===== config.mk =====
export PLATFORM = sky130hd
export DESIGN_NAME = rr_swap_sequencer
export DESIGN_NICKNAME = d
export VERILOG_FILES = /design/src/rtl/rr_swap_pkg.sv /design/src/rtl/rr_swap_ctrl.sv /design/src/rtl/rr_swap_datapath.sv /design/src/rtl/rr_swap_sequencer.sv
export SDC_FILE = /design/constraint.sdc
export NUM_CORES = 1
export LEC_CHECK = 0
export ABC_CLOCK_PERIOD_IN_PS = 2550
export BUFFER_PORTS_ARGS = -buffer_cell sky130_fd_sc_hd__buf_4
export CELL_PAD_IN_SITES_DETAIL_PLACEMENT = 1
export CELL_PAD_IN_SITES_GLOBAL_PLACEMENT = 2
export CORE_MARGIN = 5
export CORE_UTILIZATION = 29
export DETAILED_ROUTE_END_ITERATION = 6
export GPL_TIMING_DRIVEN = 0
export MAX_ROUTING_LAYER = met4
export PLACE_DENSITY = 0.74
export RECOVER_POWER = 25
export SLEW_MARGIN = 20
export SYNTH_ARGS = -nofsm -noshare
export SYNTH_HDL_FRONTEND = slang
export SYNTH_SLANG_ARGS = --single-unit

===== constraint.sdc =====
create_clock -name clk -period 2.55 [get_ports clk]
set_input_delay 0.3825 -clock clk [delete_from_list [all_inputs] [get_ports clk]]
set_output_delay 0.3825 -clock clk [all_outputs]
set_load 0.02 [all_outputs]

===== src/rtl/rr_swap_pkg.sv =====
package rr_swap_pkg;
  typedef enum logic [2:0] {
    ST_IDLE,
    ST_WAIT_IDLE,
    ST_ISOLATE,
    ST_RESET,
    ST_RELEASE
  } seqState_t;

  // strobes from control to datapath
  typedef struct packed {
    logic setGrant;
    logic clrGrant;
    logic setErr;
    logic loadCnt;
    logic decCnt;
    logic isolate;
    logic holdRst;
  } seqStrobe_t;
endpackage


===== src/rtl/rr_swap_ctrl.sv =====
module rr_swap_ctrl
  import rr_swap_pkg::*;
(
  input  logic       clk,
  input  logic       rstN,
  input  logic       reqN,
  input  logic       modIdle,
  input  logic       swapBusy,
  input  logic       swapDone,
  input  logic       grantHeld,
  input  logic       cntZero,
  output seqStrobe_t strobe
);
  seqState_t stateQ, stateD;

  always_ff @(posedge clk or negedge rstN) begin
    if (!rstN) stateQ <= ST_IDLE;
    else       stateQ <= stateD;
  end

  always_comb begin
    stateD          = stateQ;
    strobe          = '0;
    strobe.clrGrant = reqN;
    unique case (stateQ)
      ST_IDLE: begin
        if (swapBusy) begin
          strobe.setErr = 1'b1;
          stateD        = ST_ISOLATE;
        end else if (!reqN && !grantHeld) begin
          stateD = ST_WAIT_IDLE;
        end
      end
      ST_WAIT_IDLE: begin
        if (!reqN && modIdle) begin
          strobe.setGrant = 1'b1;
          stateD          = ST_ISOLATE;
        end else if (swapBusy) begin
          strobe.setErr = 1'b1;
          stateD        = ST_ISOLATE;
        end else if (reqN) begin
          stateD = ST_IDLE;
        end
      end
      ST_ISOLATE: begin
        strobe.isolate = 1'b1;
        if (swapDone) begin
          strobe.loadCnt = 1'b1;
          stateD         = ST_RESET;
        end
      end
      ST_RESET: begin
        strobe.isolate = 1'b1;
        strobe.holdRst = 1'b1;
        if (cntZero) stateD = ST_RELEASE;
        else         strobe.decCnt = 1'b1;
      end
      ST_RELEASE: begin
        strobe.isolate = 1'b1;
        stateD         = ST_IDLE;
      end
      default: stateD = ST_IDLE;
    endcase
  end
endmodule


===== src/rtl/rr_swap_datapath.sv =====
module rr_swap_datapath
  import rr_swap_pkg::*;
#(
  parameter int RST_CYCLES = 4
) (
  input  logic       clk,
  input  logic       rstN,
  input  seqStrobe_t strobe,
  input  logic       modProdReady,
  input  logic       modConsReady,
  input  logic       modConsError,
  output logic       grantHeld,
  output logic       cntZero,
  output logic       ackN,
  output logic       staticProdReady,
  output logic       staticConsReady,
  output logic       staticConsError,
  output logic       modRst,
  output logic       protoErr
);
  localparam int CNT_W = (RST_CYCLES > 1) ? $clog2(RST_CYCLES) : 1;
  localparam logic [CNT_W-1:0] CNT_LOAD = CNT_W'(RST_CYCLES - 1);

  logic [CNT_W-1:0] cntQ;
  logic             grantQ;
  logic             errQ;

  always_ff @(posedge clk or negedge rstN) begin
    if (!rstN) begin
      cntQ <= '0;
    end else if (strobe.loadCnt) begin
      cntQ <= CNT_LOAD;
    end else if (strobe.decCnt) begin
      cntQ <= cntQ - 1'b1;
    end
  end

  always_ff @(posedge clk or negedge rstN) begin
    if (!rstN) begin
      grantQ <= 1'b0;
      errQ   <= 1'b0;
    end else begin
      if (strobe.setGrant)      grantQ <= 1'b1;
      else if (strobe.clrGrant) grantQ <= 1'b0;
      if (strobe.setErr)        errQ   <= 1'b1;
    end
  end

  assign grantHeld = grantQ;
  assign cntZero   = (cntQ == '0);
  assign ackN      = ~grantQ;
  assign modRst    = strobe.holdRst;
  assign protoErr  = errQ;

  // safe defaults toward the static region while isolated
  always_comb begin
    if (strobe.isolate) begin
      staticProdReady = 1'b0;
      staticConsReady = 1'b0;
      staticConsError = 1'b1;
    end else begin
      staticProdReady = modProdReady;
      staticConsReady = modConsReady;
      staticConsError = modConsError;
    end
  end
endmodule


===== src/rtl/rr_swap_sequencer.sv =====
module rr_swap_sequencer
  import rr_swap_pkg::*;
#(
  parameter int RST_CYCLES = 4
) (
  input  logic clk,
  input  logic rstN,
  input  logic reqN,
  input  logic modIdle,
  input  logic swapBusy,
  input  logic swapDone,
  input  logic modProdReady,
  input  logic modConsReady,
  input  logic modConsError,
  output logic ackN,
  output logic staticProdReady,
  output logic staticConsReady,
  output logic staticConsError,
  output logic modRst,
  output logic protoErr
);
  seqStrobe_t strobe;
  logic       grantHeld;
  logic       cntZero;

  rr_swap_ctrl u_ctrl (
    .clk       (clk),
    .rstN      (rstN),
    .reqN      (reqN),
    .modIdle   (modIdle),
    .swapBusy  (swapBusy),
    .swapDone  (swapDone),
    .grantHeld (grantHeld),
    .cntZero   (cntZero),
    .strobe    (strobe)
  );

  rr_swap_datapath #(.RST_CYCLES(RST_CYCLES)) u_dp (
    .clk             (clk),
    .rstN            (rstN),
    .strobe          (strobe),
    .modProdReady    (modProdReady),
    .modConsReady    (modConsReady),
    .modConsError    (modConsError),
    .grantHeld       (grantHeld),
    .cntZero         (cntZero),
    .ackN            (ackN),
    .staticProdReady (staticProdReady),
    .staticConsReady (staticConsReady),
    .staticConsError (staticConsError),
    .modRst          (modRst),
    .protoErr        (protoErr)
  );
endmodule


### Word-level counts from Yosys, hierarchy flattened

Index checks and enable logic that the tools add are counted.

| cells by class | value |
|---|---|
| divide/modulo/power cells | 0 |
| shifts and indexed selects | 0 |
| bitwise logic cells | 1 |
| equality and inequality tests | 8 |
| $mul | 0 |
| add/sub/neg operators | 1 |
| magnitude comparators | 0 |
| multiplexer cells | 26 |
| reduce and logical (&&, ||, !) cells | 10 |

Operator list:

| kind | number |
|---|---|
| $mux W3 | 7 |
| $mux W1 | 15 |
| $pmux W3 S4 | 1 |
| $eq A3 B2 Y1 const B | 2 |
| $mux W2 | 2 |
| $ne A2 B2 Y1 const B | 2 |
| $ne A4 B3 Y1 const B | 1 |
| $reduce_and A4 Y1 | 1 |
| $reduce_bool A2 Y1 | 2 |
| $eq A3 B1 Y1 const B | 1 |
| $eq A3 B3 Y1 const B | 1 |
| $logic_not A3 Y1 | 1 |
| $ne A3 B2 Y1 const B | 1 |
| $reduce_or A3 Y1 | 1 |
| $logic_and A1 B1 Y1 | 2 |
| $logic_not A1 Y1 | 2 |
| $logic_not A2 Y1 | 1 |
| $pmux W1 S2 | 1 |
| $sub A2 B1 Y2 const B | 1 |
| $not A1 Y1 | 1 |

| word-level totals | value |
|---|---|
| bits in writable memories | 0 |
| bits in read-only memories | 0 |
| memories | 0 |
| output and inout port bits | 6 |
| latch bits | 0 |
| input port bits | 9 |
| bits in registers | 7 |
| word-level logic and storage cells | 50 |

### Depth between registers and ports, before layout

| depth | value |
|---|---|
| depth in word-level cells | 5 |
| mapped depth | 5 |
| mapped depth without buffers | 5 |

### By module

A second synthesis with hierarchy kept.

| unflattened totals | value |
|---|---|
| cell total of the unflattened synthesis | 43 |
| area total of the unflattened synthesis | 420.4 µm² |

Modules (own cells, without submodules):

| module | cells each | seq. area each (µm²) | area an instance (µm²) | times used |
|---|---|---|---|---|
| rr_swap_ctrl | 24 | 75.1 | 224.0 | 1 |
| rr_swap_datapath | 19 | 100.1 | 196.4 | 1 |

### Worst setup path after synthesis

Ideal clock, no wire load.

| path | value |
|---|---|
| kind | register to output |
| from | register u_ctrl.stateQ[1] |
| to | output port staticConsReady |
| cell stages (with the launch flop) | 5 |
| path buffers | 1 |
| data required time | 2.168 ns |
| setup slack | 1.160 ns |
| arrival time | 1.008 ns |
| path through | dfrtp_1 > buf_6 > nor2b_4 > a21oi_1 > and2_1 |

| between the ends | value |
|---|---|
| cells in the longest elaborated chain, start to end | 4 |
| elaborated cells on any way between the ends | 6 |
| classes of those cells | eq/ne (3); mux (2); reduce/logical (1) |

Ends and longest elaborated chain:

| what | line | source |
|---|---|---|
| from (decl) | rr_swap_ctrl.sv:14 | `seqState_t stateQ, stateD;` |
| from (signal assigned) | rr_swap_ctrl.sv:18 | `else stateQ <= stateD;` |
| $eq A3 B3 Y1 / $eq A3 B2 Y1 (equally long branches) | rr_swap_ctrl.sv:25 | `unique case (stateQ)` |
| $reduce_or A3 Y1 (no source line) * | - |  |
| $mux W1 * | rr_swap_ctrl.sv:25 |  |
| $mux W1 * | rr_swap_datapath.sv:57 | `if (strobe.isolate) begin` |
| to (decl) | rr_swap_sequencer.sv:17 | `output logic staticConsReady,` |

Mark *: on every way between the ends. The rest lies on a longest branch, timed or not.

### Worst setup path in the final report

Ends and elaborated chain as after synthesis.

==> flow_summary.ini <==
[place]
hpwl_microns = 881
numPortBuffers = 14
dp_slack_ns = 1.02
placed_area_sq_um = 548
gp_congestion = 0.702
place_inst = 70

[outcome]
status = completed

[drt]
drc = 0
routed_wl_microns = 1080
drt-initial-drc-count = 4
vias = 369
ant_nets = 0
wl_per_cell_microns = 14.4
firstDrtPassIters = 3
via_per_inst = 4.92

[sta]
hold_violations = 0
slew_viol_final = 0
clock.fmax_mhz = 564
finalSetupTns_ns = 0
layout_setup_ws_ns = 0.777
rsz0062_at_grt = false
tightestPinTransition_ns = 0.405
period_share = 0.695
clock_skew_ns = 0.000815
fin_crit_ns = 1.77
relSlewSlack = 0.730
final-setup-viol-count = 0

[global_route]
grt_pass1_vias = 422
antenna_found_initial = 0
grt_usage = 0.128
overflow = 0
grt_pass1_wl_microns = 1870
grt_max_degree = 11

[critical_path]
max_stage_delay_ns = 0.37
worstPathRequired_ns = 2.17
crit_fanout = 10
endpoint_kind = output pin
criticalPathCategory = flip-flop to output pin
worstPathCellList = buf_6 > nor2b_4 > a21oi_1 > and2_1 > buf_4
setup.worst_path.start_class = flip-flop
cpMaxStageDelayCell = dfrtp_1
crit_arrival_ns = 1.39

[layout]
final_area_sq_um = 581
final_layout_size_suffix_gt1_frac = 0.400
nNetsFinal = 71
syn_to_final_growth_pct = 36.9
fillCellCount = 162
regArea_sq_um = 175
diodes = 0
utilization = 0.430
final_cells = 75
multiInputGateArea_sq_um = 221

[floorplan]
rows = 13
core-area_sq_um = 1350
fp.dieH_microns = 48.2
io_pins = 15
initial_core_util = 0.314
fp.dieW_microns = 48.2
die-area_sq_um = 2330

[yosys]
ys.flop_type = dfrtp_1
syn-num-nets = 51
syn-instance-count = 41
muxShareOfSynthArea = 0.0354
synth_top_family_by_area = compound AO/OA/AOI/OAI gates
ys_ff_latch = 7
synthesis.area_sq_um = 424
yosys.area_share.adder = 0.0295
synth.most_common_cell = dfrtp_1
yosys_warnings = 0
synthTopCellsByCount = dfrtp_1 (7), nor2_1 (4), and2_1 (3), inv_1 (3), o21ai_0 (3)
synth_top_cell_area_share = 0.413
synth_compound_area_frac = 0.230
syn_area_per_cell_sq_um = 10.3
async_flop_share = 1.00
ys_seq_area_frac = 0.413
synth_top_cell_by_area = dfrtp_1
ys_types = 23
synth_edf_count = 0
synth_area_leaders = dfrtp_1 (41%), and2_1 (4.4%), a31o_2 (4.1%), o21ai_0 (3.5%), a2bb2oi_2 (3.5%)
synth-xor-area-share = 0
yosys.area_share.simple = 0.227

[clock_network]
ctsResizeCount = 0
h-tree-depth = 1
worstSkewPairLatency_ns = 0.25
cts_tree = done
postCtsSetupRepairBufs = 0
cts_sinks = 7
numCtsBuffers = 3
cts.path.max_buffers = 2
ctsRootBufferMaster = clkbuf_4
clk_pin_slew_worst_paths_ns = 0.05

[power_and_ir_drop]
power_density_nw_per_um2 = 1110
peakVddDrop_mv = 0.353
p_leak_nw = 0.281

[job]
drv_cap = 0

[hold_path]
hp-class = input pin to flip-flop
==> placed cells by master (no fill, tap or decap), drive strengths merged <==
master / netlist / final
nand2b: 2 / 2
dfrtp: 7 / 7
o311ai: 1 / 1
a31o: 2 / 2
a31oi: 1 / 1
nand3b: 1 / 1
ha: 1 / 1
and4b: 1 / 1
and3: 1 / 1
dlygate4sd3: 0 / 1
o21a: 1 / 1
a22o: 1 / 1
nor2: 4 / 4
nor3b: 1 / 1
o21ai: 3 / 3
nor2b: 1 / 1
buf: 2 / 15
mux2: 1 / 1
clkbuf: 0 / 5
a2bb2oi: 2 / 2
and2: 3 / 3
inv: 3 / 3
a21oi: 2 / 2
==> per-layer routing <==
metal | track usage | share of wire | routed length [microns] | vias to the layer above
li1 | - | - | - | 186
met5 | - | 0 | 0 | -
met2 | 0.198 | 0.47 | 507 | 11
met3 | 0.0443 | 0.063 | 68 | 4
met4 | 0.0645 | 0.021 | 23 | 0
met1 | 0.144 | 0.44 | 478 | 168
==> area by class of cell <==
type | count | share of cell area
plain buffers | 2 | 0.0280
well taps | 15 | 0.0323
multi-input cells | 29 | 0.381
flip-flops and latches | 7 | 0.302
repair buffers | 15 | 0.192
inverters | 3 | 0.0194
clock buffers | 4 | 0.0453
==> stage by stage <==
stage	hold slack (ns)	total power [mW]
after global routing	0.291	0.703
after global placement	0.199	0.522
after CTS	0.291	0.657
after floorplan	0.0869	0.438
after detailed placement	0.203	0.549
final	0.296	0.644
==> logic make-up after synthesis <==
kind of cell,Yosys count
DFF,7
muxes,1
buffers and inverters,5
adders and majority gates,1
and+or+nand+nor,14
AOI/OAI and AO/OA,13
==> where the power goes <==
| part | switching, mW | internal [mW] |
|---|---|---|
| Clock | 0.0432 | 0.0599 |
| Combinational | 0.173 | 0.189 |
| Sequential | 0.0300 | 0.150 |
| Total | 0.246 | 0.398 |
==> worst paths after layout <==
path / to / depth (start not counted) / start / slack (ns)
worst min register to register: u_dp.protoErr / 1 / u_dp.protoErr / 0.50
worst max-delay path: staticConsReady / 5 / u_ctrl.stateQ[1] / 0.78
worst min-delay path: u_dp.grantHeld / 2 / reqN / 0.30
worst max register to register: u_ctrl.stateQ[0] / 5 / u_dp.cntQ[0] / 1.26
max in group asynchronous: u_dp.cntQ[1] / 2 / rstN / 1.69
min in group asynchronous: u_dp.grantHeld / 2 / rstN / 0.57
==> critical path, delay by kind of cell (launching register included) <==
kind / cells / cell delay, ns
buffers and inverters: 2 / 0.27
AOI/OAI and AO/OA: 1 / 0.20
and+or+nand+nor: 2 / 0.30
DFF: 1 / 0.37
==> state kept, by name (all words and copies together) (netlist names) <==
| name | count |
|---|---|
| u_dp.grantHeld | 1 |
| u_dp.protoErr | 1 |
| u_ctrl.stateQ | 3 |
| u_dp.cntQ | 2 |
==> timing repair <==
item,4_1_cts,5_1_grt
hold endpoints to repair,7,0
endpoints found under the setup margin,0,0
hold buffers,1,0
No activity file was read; power rests on OpenSTA's default activity.
